==> src/rtl/flash_arb_pkg.sv <==
package flash_arb_pkg;

  localparam int PORT_INST = 0;
  localparam int PORT_DATA = 1;
  localparam int NUM_PORTS = 2;

  typedef enum logic [1:0] {
    ST_IDLE,
    ST_PEND,
    ST_HOLD,
    ST_DONE
  } arbState_t;

  // Strobes from the control FSM to the datapath
  typedef struct packed {
    logic latchAddr;  // grant: capture owner and address
    logic pickData;   // winner is the data port
    logic issueRen;   // drive the array read enable
    logic capture;    // last hold cycle: capture array data
    logic deliver;    // valid cycle towards the owner
  } arbStrobe_t;

endpackage

==> src/rtl/farb_ctrl.sv <==
module farb_ctrl
  import flash_arb_pkg::*;
#(
  parameter int LAT_W = 3
) (
  input  logic             clk,
  input  logic             rstN,
  input  logic             latWrEn,
  input  logic [LAT_W-1:0] latWrData,
  input  logic             instReq,
  input  logic             dataReq,
  input  logic             flashBusy,
  output arbStrobe_t       strobe
);

  arbState_t        state, stateNext;
  logic [LAT_W-1:0] latReg;
  logic [LAT_W-1:0] holdCnt;
  logic             anyReq;
  logic             lastHold;
  logic             issueNow;

  always_comb begin
    anyReq    = instReq | dataReq;
    lastHold  = (state == ST_HOLD) && (holdCnt == '0);
    issueNow  = (state == ST_PEND) && !flashBusy;
    stateNext = state;
    case (state)
      ST_IDLE: if (anyReq)   stateNext = ST_PEND;
      ST_PEND: if (issueNow) stateNext = ST_HOLD;
      ST_HOLD: if (lastHold) stateNext = ST_DONE;
      ST_DONE: stateNext = ST_IDLE;
      default: stateNext = ST_IDLE;
    endcase
  end

  // Latency register, zero after reset
  always_ff @(posedge clk) begin
    if (!rstN) begin
      latReg <= '0;
    end else if (latWrEn) begin
      latReg <= latWrData;
    end
  end

  // State and wait-state counter; count sampled only at issue
  always_ff @(posedge clk) begin
    if (!rstN) begin
      state   <= ST_IDLE;
      holdCnt <= '0;
    end else begin
      state <= stateNext;
      if (issueNow) begin
        holdCnt <= latReg;
      end else if ((state == ST_HOLD) && !lastHold) begin
        holdCnt <= holdCnt - 1'b1;
      end
    end
  end

  always_comb begin
    strobe.latchAddr = (state == ST_IDLE) && anyReq;
    strobe.pickData  = dataReq;
    strobe.issueRen  = (state == ST_HOLD);
    strobe.capture   = lastHold;
    strobe.deliver   = (state == ST_DONE);
  end

  // a hold never starts in a cycle that followed busy
  a_r8_issue_not_busy: assert property (@(posedge clk) disable iff (!rstN)
    $rose(strobe.issueRen) |-> !$past(flashBusy));

  // after a delivery the array is idle for at least one cycle
  a_r11_idle_after_deliver: assert property (@(posedge clk) disable iff (!rstN)
    strobe.deliver |=> (!strobe.issueRen && !strobe.deliver));

endmodule

==> src/rtl/farb_dp.sv <==
module farb_dp
  import flash_arb_pkg::*;
#(
  parameter int ADDR_W = 16,
  parameter int DATA_W = 32
) (
  input  logic                            clk,
  input  logic                            rstN,
  input  arbStrobe_t                      strobe,
  input  logic [NUM_PORTS-1:0]            portReq,
  input  logic [NUM_PORTS-1:0][ADDR_W-1:0] portAddr,
  output logic [NUM_PORTS-1:0]            portValid,
  output logic [NUM_PORTS-1:0]            portReady,
  output logic [DATA_W-1:0]               rdOut,
  output logic [ADDR_W-1:0]               flashAddr,
  output logic                            flashRen,
  input  logic [DATA_W-1:0]               flashRdata
);

  localparam int OWN_W = $clog2(NUM_PORTS);

  logic [OWN_W-1:0]  owner;
  logic [ADDR_W-1:0] addrReg;
  logic [DATA_W-1:0] rdataReg;
  logic              validAny;

  always_ff @(posedge clk) begin
    if (!rstN) begin
      owner    <= '0;
      addrReg  <= '0;
      rdataReg <= '0;
    end else begin
      if (strobe.latchAddr) begin
        owner   <= OWN_W'(strobe.pickData);
        addrReg <= portAddr[strobe.pickData];
      end
      if (strobe.capture) begin
        rdataReg <= flashRdata;
      end
    end
  end

  assign flashAddr = addrReg;
  assign flashRen  = strobe.issueRen;
  assign rdOut     = rdataReg;

  for (genvar p = 0; p < NUM_PORTS; p++) begin : g_port
    assign portValid[p] = strobe.deliver && (owner == OWN_W'(p));
    assign portReady[p] = !portReq[p] || portValid[p];
  end

  assign validAny = |portValid;

  // address frozen while the read enable is held
  a_r3_addr_stable: assert property (@(posedge clk) disable iff (!rstN)
    (flashRen && $past(flashRen)) |-> $stable(flashAddr));

  // at most one port valid
  a_r4_onehot_valid: assert property (@(posedge clk) disable iff (!rstN)
    $onehot0(portValid));

  // valid lasts a single cycle
  a_r4_single_pulse: assert property (@(posedge clk) disable iff (!rstN)
    validAny |=> !validAny);

  // valid comes right after the last hold cycle
  a_r4_after_hold: assert property (@(posedge clk) disable iff (!rstN)
    validAny |-> ($past(flashRen) && !flashRen));

endmodule

==> src/rtl/flashReadArb.sv <==
module flashReadArb
  import flash_arb_pkg::*;
#(
  parameter int ADDR_W = 16,
  parameter int DATA_W = 32,
  parameter int LAT_W  = 3
) (
  input  logic              clk,
  input  logic              rstN,
  input  logic              latWrEn,
  input  logic [LAT_W-1:0]  latWrData,
  input  logic              instReq,
  input  logic [ADDR_W-1:0] instAddr,
  output logic              instReady,
  output logic              instValid,
  output logic [DATA_W-1:0] instRdata,
  input  logic              dataReq,
  input  logic [ADDR_W-1:0] dataAddr,
  output logic              dataReady,
  output logic              dataValid,
  output logic [DATA_W-1:0] dataRdata,
  output logic [ADDR_W-1:0] flashAddr,
  output logic              flashRen,
  input  logic [DATA_W-1:0] flashRdata,
  input  logic              flashBusy
);

  arbStrobe_t                       strobe;
  logic [NUM_PORTS-1:0]             portReq;
  logic [NUM_PORTS-1:0][ADDR_W-1:0] portAddr;
  logic [NUM_PORTS-1:0]             portValid;
  logic [NUM_PORTS-1:0]             portReady;
  logic [DATA_W-1:0]                rdOut;

  assign portReq[PORT_INST]  = instReq;
  assign portReq[PORT_DATA]  = dataReq;
  assign portAddr[PORT_INST] = instAddr;
  assign portAddr[PORT_DATA] = dataAddr;

  farb_ctrl #(.LAT_W(LAT_W)) u_ctrl (
    .clk       (clk),
    .rstN      (rstN),
    .latWrEn   (latWrEn),
    .latWrData (latWrData),
    .instReq   (instReq),
    .dataReq   (dataReq),
    .flashBusy (flashBusy),
    .strobe    (strobe)
  );

  farb_dp #(.ADDR_W(ADDR_W), .DATA_W(DATA_W)) u_dp (
    .clk        (clk),
    .rstN       (rstN),
    .strobe     (strobe),
    .portReq    (portReq),
    .portAddr   (portAddr),
    .portValid  (portValid),
    .portReady  (portReady),
    .rdOut      (rdOut),
    .flashAddr  (flashAddr),
    .flashRen   (flashRen),
    .flashRdata (flashRdata)
  );

  assign instValid = portValid[PORT_INST];
  assign dataValid = portValid[PORT_DATA];
  assign instReady = portReady[PORT_INST];
  assign dataReady = portReady[PORT_DATA];
  assign instRdata = rdOut;
  assign dataRdata = rdOut;

endmodule

==> config.mk <==
export PLATFORM = sky130hd
export DESIGN_NAME = flashReadArb
export DESIGN_NICKNAME = d
export VERILOG_FILES = /design/src/rtl/flash_arb_pkg.sv /design/src/rtl/farb_ctrl.sv /design/src/rtl/farb_dp.sv /design/src/rtl/flashReadArb.sv
export SDC_FILE = /design/constraint.sdc
export NUM_CORES = 1
export LEC_CHECK = 0
export BUFFER_PORTS_ARGS = -buffer_cell sky130_fd_sc_hd__clkbuf_2
export CORE_MARGIN = 5
export CORE_UTILIZATION = 45
export CTS_BUF_LIST = sky130_fd_sc_hd__clkbuf_4
export CTS_CLUSTER_DIAMETER = 200
export DETAILED_ROUTE_END_ITERATION = 8
export HOLD_SLACK_MARGIN = 0.12
export PLACE_DENSITY = 0.86
export RECOVER_POWER = 50
export SETUP_SLACK_MARGIN = 0.3
export SLEW_MARGIN = 20
export SYNTH_ARGS = -nofsm -noshare
export SYNTH_HDL_FRONTEND = slang
export SYNTH_HIERARCHICAL = 1
export SYNTH_SLANG_ARGS = --single-unit
export TNS_END_PERCENT = 5
==> constraint.sdc <==
create_clock -name clk -period 2.23 [get_ports clk]
set_input_delay 0.1115 -clock clk [delete_from_list [all_inputs] [get_ports clk]]
set_output_delay 0.1115 -clock clk [all_outputs]
set_load 0.05 [all_outputs]
==> results.json <==
{
  "yosys-top-cells-count": "dfxtp_1, mux2i_1, nor2b_1",
  "grt_first_pass_wirelength_um": 11700,
  "htree_levels": 3,
  "die_area_um2": 7710,
  "core-area_um2": 5920,
  "grt_overflow": 0,
  "min_path_type": "primary input to register",
  "vias_per_cell": 4.78,
  "fp.dieH_um": 87.8,
  "ys_seq_area_frac": 0.419,
  "track_usage": 0.197,
  "final_nets": 536,
  "cp_data_arrival_time_ns": 2.03,
  "timing.fmax_mhz": 571,
  "yosys.area.top_type": "dfxtp_1",
  "powerDensity_nw_per_um2": 1110,
  "fin_worst_skew_ns": 0.00681,
  "drt_iter0_markers": 92,
  "diodes": 0,
  "synth.most_common_cell": "dfxtp_1",
  "die_width_um": 87.8,
  "min_from": "dataReq",
  "finalHoldViolations": 0,
  "antenna_found_initial": 0,
  "clock_latency_ns": 0.38,
  "synth_nets": 346,
  "boundaryPins": 158,
  "tns_ns": 0,
  "postRouteAntennaNets": 0,
  "grt_max_degree": 61,
  "cts.path.max_buffers": 2,
  "fin_crit_ns": 1.75,
  "placed_cell_area_um2": 3240,
  "synth_top_area_frac": 0.419,
  "maxCapViolations": 0,
  "drc": 0,
  "worstMarginPinSlew_ns": 0.948,
  "place_congestion": 0.713,
  "io_buffers": 157,
  "r2r_start": "u_ctrl/holdCnt[0]$_SDFFE_PN0P_",
  "synth_edf_count": 0,
  "tritoncts.num_buffers": 9,
  "drt_wl_total_um": 7840,
  "ys_ff_latch": 57,
  "start_kind": "register",
  "ys.flop_type": "dfxtp_1",
  "async_flop_share": 0,
  "power_leakage_nw": 1.70,
  "slew_headroom": 0.368,
  "drive_gt1_frac": 0.237,
  "status": "completed",
  "syn-mean-instance-area_um2": 10.2,
  "synth_cells": 266,
  "dp_hpwl_um": 4680,
  "path_class": "register to register",
  "vias": 2558,
  "initial_utilization": 0.460,
  "finalCritPeriodShare": 0.786,
  "yosys.cell_types.count": 25,
  "dr.pass1.iters": 4,
  "path_max_fanout": 32,
  "clkTransAtPathRegs_ns": 0.09,
  "endpoint_kind": "register",
  "cts_tree": "done",
  "crit_start": "u_ctrl/holdCnt[0]$_SDFFE_PN0P_",
  "rows": 28,
  "grt_setup_unrepaired": "no",
  "power_mw": 4.44,
  "cp.required_ns": 2.51,
  "ys_top_cells_by_area": "dfxtp_1, mux2i_1, buf_4",
  "synth-warning-count": 6,
  "final_max_slew_viol_count": 0,
  "area_growth_syn_to_layout_pct": 46.3,
  "drt-wirelength-per-cell_um": 14.6,
  "setup_viol": 0,
  "syn-cell-area_um2": 2730,
  "final_cell_area_um2": 3990,
  "grt_pass1_vias": 2542,
  "clockRootBuffer": "clkbuf_4",
  "ir_drop_v": 0.000717,
  "clkSinkCount": 57
}
[cell type report]
type                    instances  area (um^2)
fillers                       486         1930
inverters                       5         18.8
flip-flops and latches         57         1140
clock buffers                   9         67.6
clock inverters                 6         50.0
well taps                      75         93.8
repair buffers                230         1430
multi-input cells             153         1190
[sequential cells by signal (all words and copies together) (netlist names)]
register and flops:
u_ctrl/holdCnt 3, u_ctrl/latReg 3, u_ctrl/state 2, u_dp/flashAddr 16, u_dp/owner 1, u_dp/rdOut 32
[cell families after synthesis]
kind of cell | after synthesis | synth area share
AO/OA/AOI/OAI | 38 | 0.0767
XOR/XNOR | 1 | 0.00321
adder cells (fa/ha/maj) | 7 | 0.0321
buffers and inverters | 56 | 0.146
flip-flops | 57 | 0.419
multiplexers | 56 | 0.209
AND/OR/NAND/NOR | 51 | 0.114
[power by group]
group,internal (mW),leakage [nW],switching [mW]
Sequential,1.25,0.466,0.155
Combinational,0.651,1.17,1.72
Clock,0.320,0.0657,0.344
Total,2.22,1.70,2.22
[path summary, 6_finish.rpt]
kind                                                  endpoint  slack [ns]  depth (start not counted)
worst min register to register  u_ctrl/holdCnt[2]$_SDFFE_PN0P_        0.48                          2
worst max register to register     u_dp/rdOut[19]$_SDFFE_PN0P_        0.48                          6
worst min-delay path                   u_dp/owner$_SDFFE_PN0P_        0.30                          4
worst max-delay path               u_dp/rdOut[19]$_SDFFE_PN0P_        0.48                          6
[repair_timing]
item,in CTS,in global routing
resized for setup,1,0
setup buffers,0,0
hold buffers,71,0
setup endpoints to repair,32,0
endpoints found under the hold margin,53,0
[layout by cell type (no fill, tap or decap)]
cell and count:
clkbuf_1 68, clkinv_2 1, bufinv_16 1, mux2i_1 54, dfxtp_1 57, mux2_4 2, nor2b_4 1, o22ai_2 1
ha_1 7, nand2b_1 3, nor2b_2 1, o21ai_0 17, buf_4 2, nor2_1 1, clkinv_1 4, and2_1 1
dlygate4sd3_1 71, clkbuf_2 89, and2_4 1, o21ai_1 1, inv_1 5, nand2_1 6, a21oi_1 17, o22ai_1 1
a221oi_2 1, clkbuf_4 9, nor2b_1 37, xnor2_1 1
[metrics by stage]
step / std cells / hold WS (ns) / setup WS (ns) / util
6_report: 535 / 0.304 / 0.477 / 0.674
5_1_grt: 535 / 0.299 / 0.367 / 0.674
4_1_cts: 535 / 0.265 / 0.497 / 0.688
3_5_place_dp: 449 / 0.379 / 0.232 / 0.548
3_3_place_gp: 449 / 0.366 / 0.292 / 0.548
2_1_floorplan: 266 / 0.281 / 0.352 / -
[worst max-delay path, stage by stage (launching register included)]
cell and delay (ns):
dfxtp_1 0.33, inv_1 0.06, ha_1 0.14, ha_1 0.21, and2_4 0.51, mux2i_1 0.29, nor2b_1 0.08
[metal layers]
metal  vias up  global-route usage  part of all wire
li1       1245                   -                 -
met1      1162               0.193              0.37
met2       128               0.364              0.51
met3        23              0.0659             0.093
met4         0               0.102             0.029
met5         -                   0                 0
Note: power is estimated with default switching activity, not from simulation.
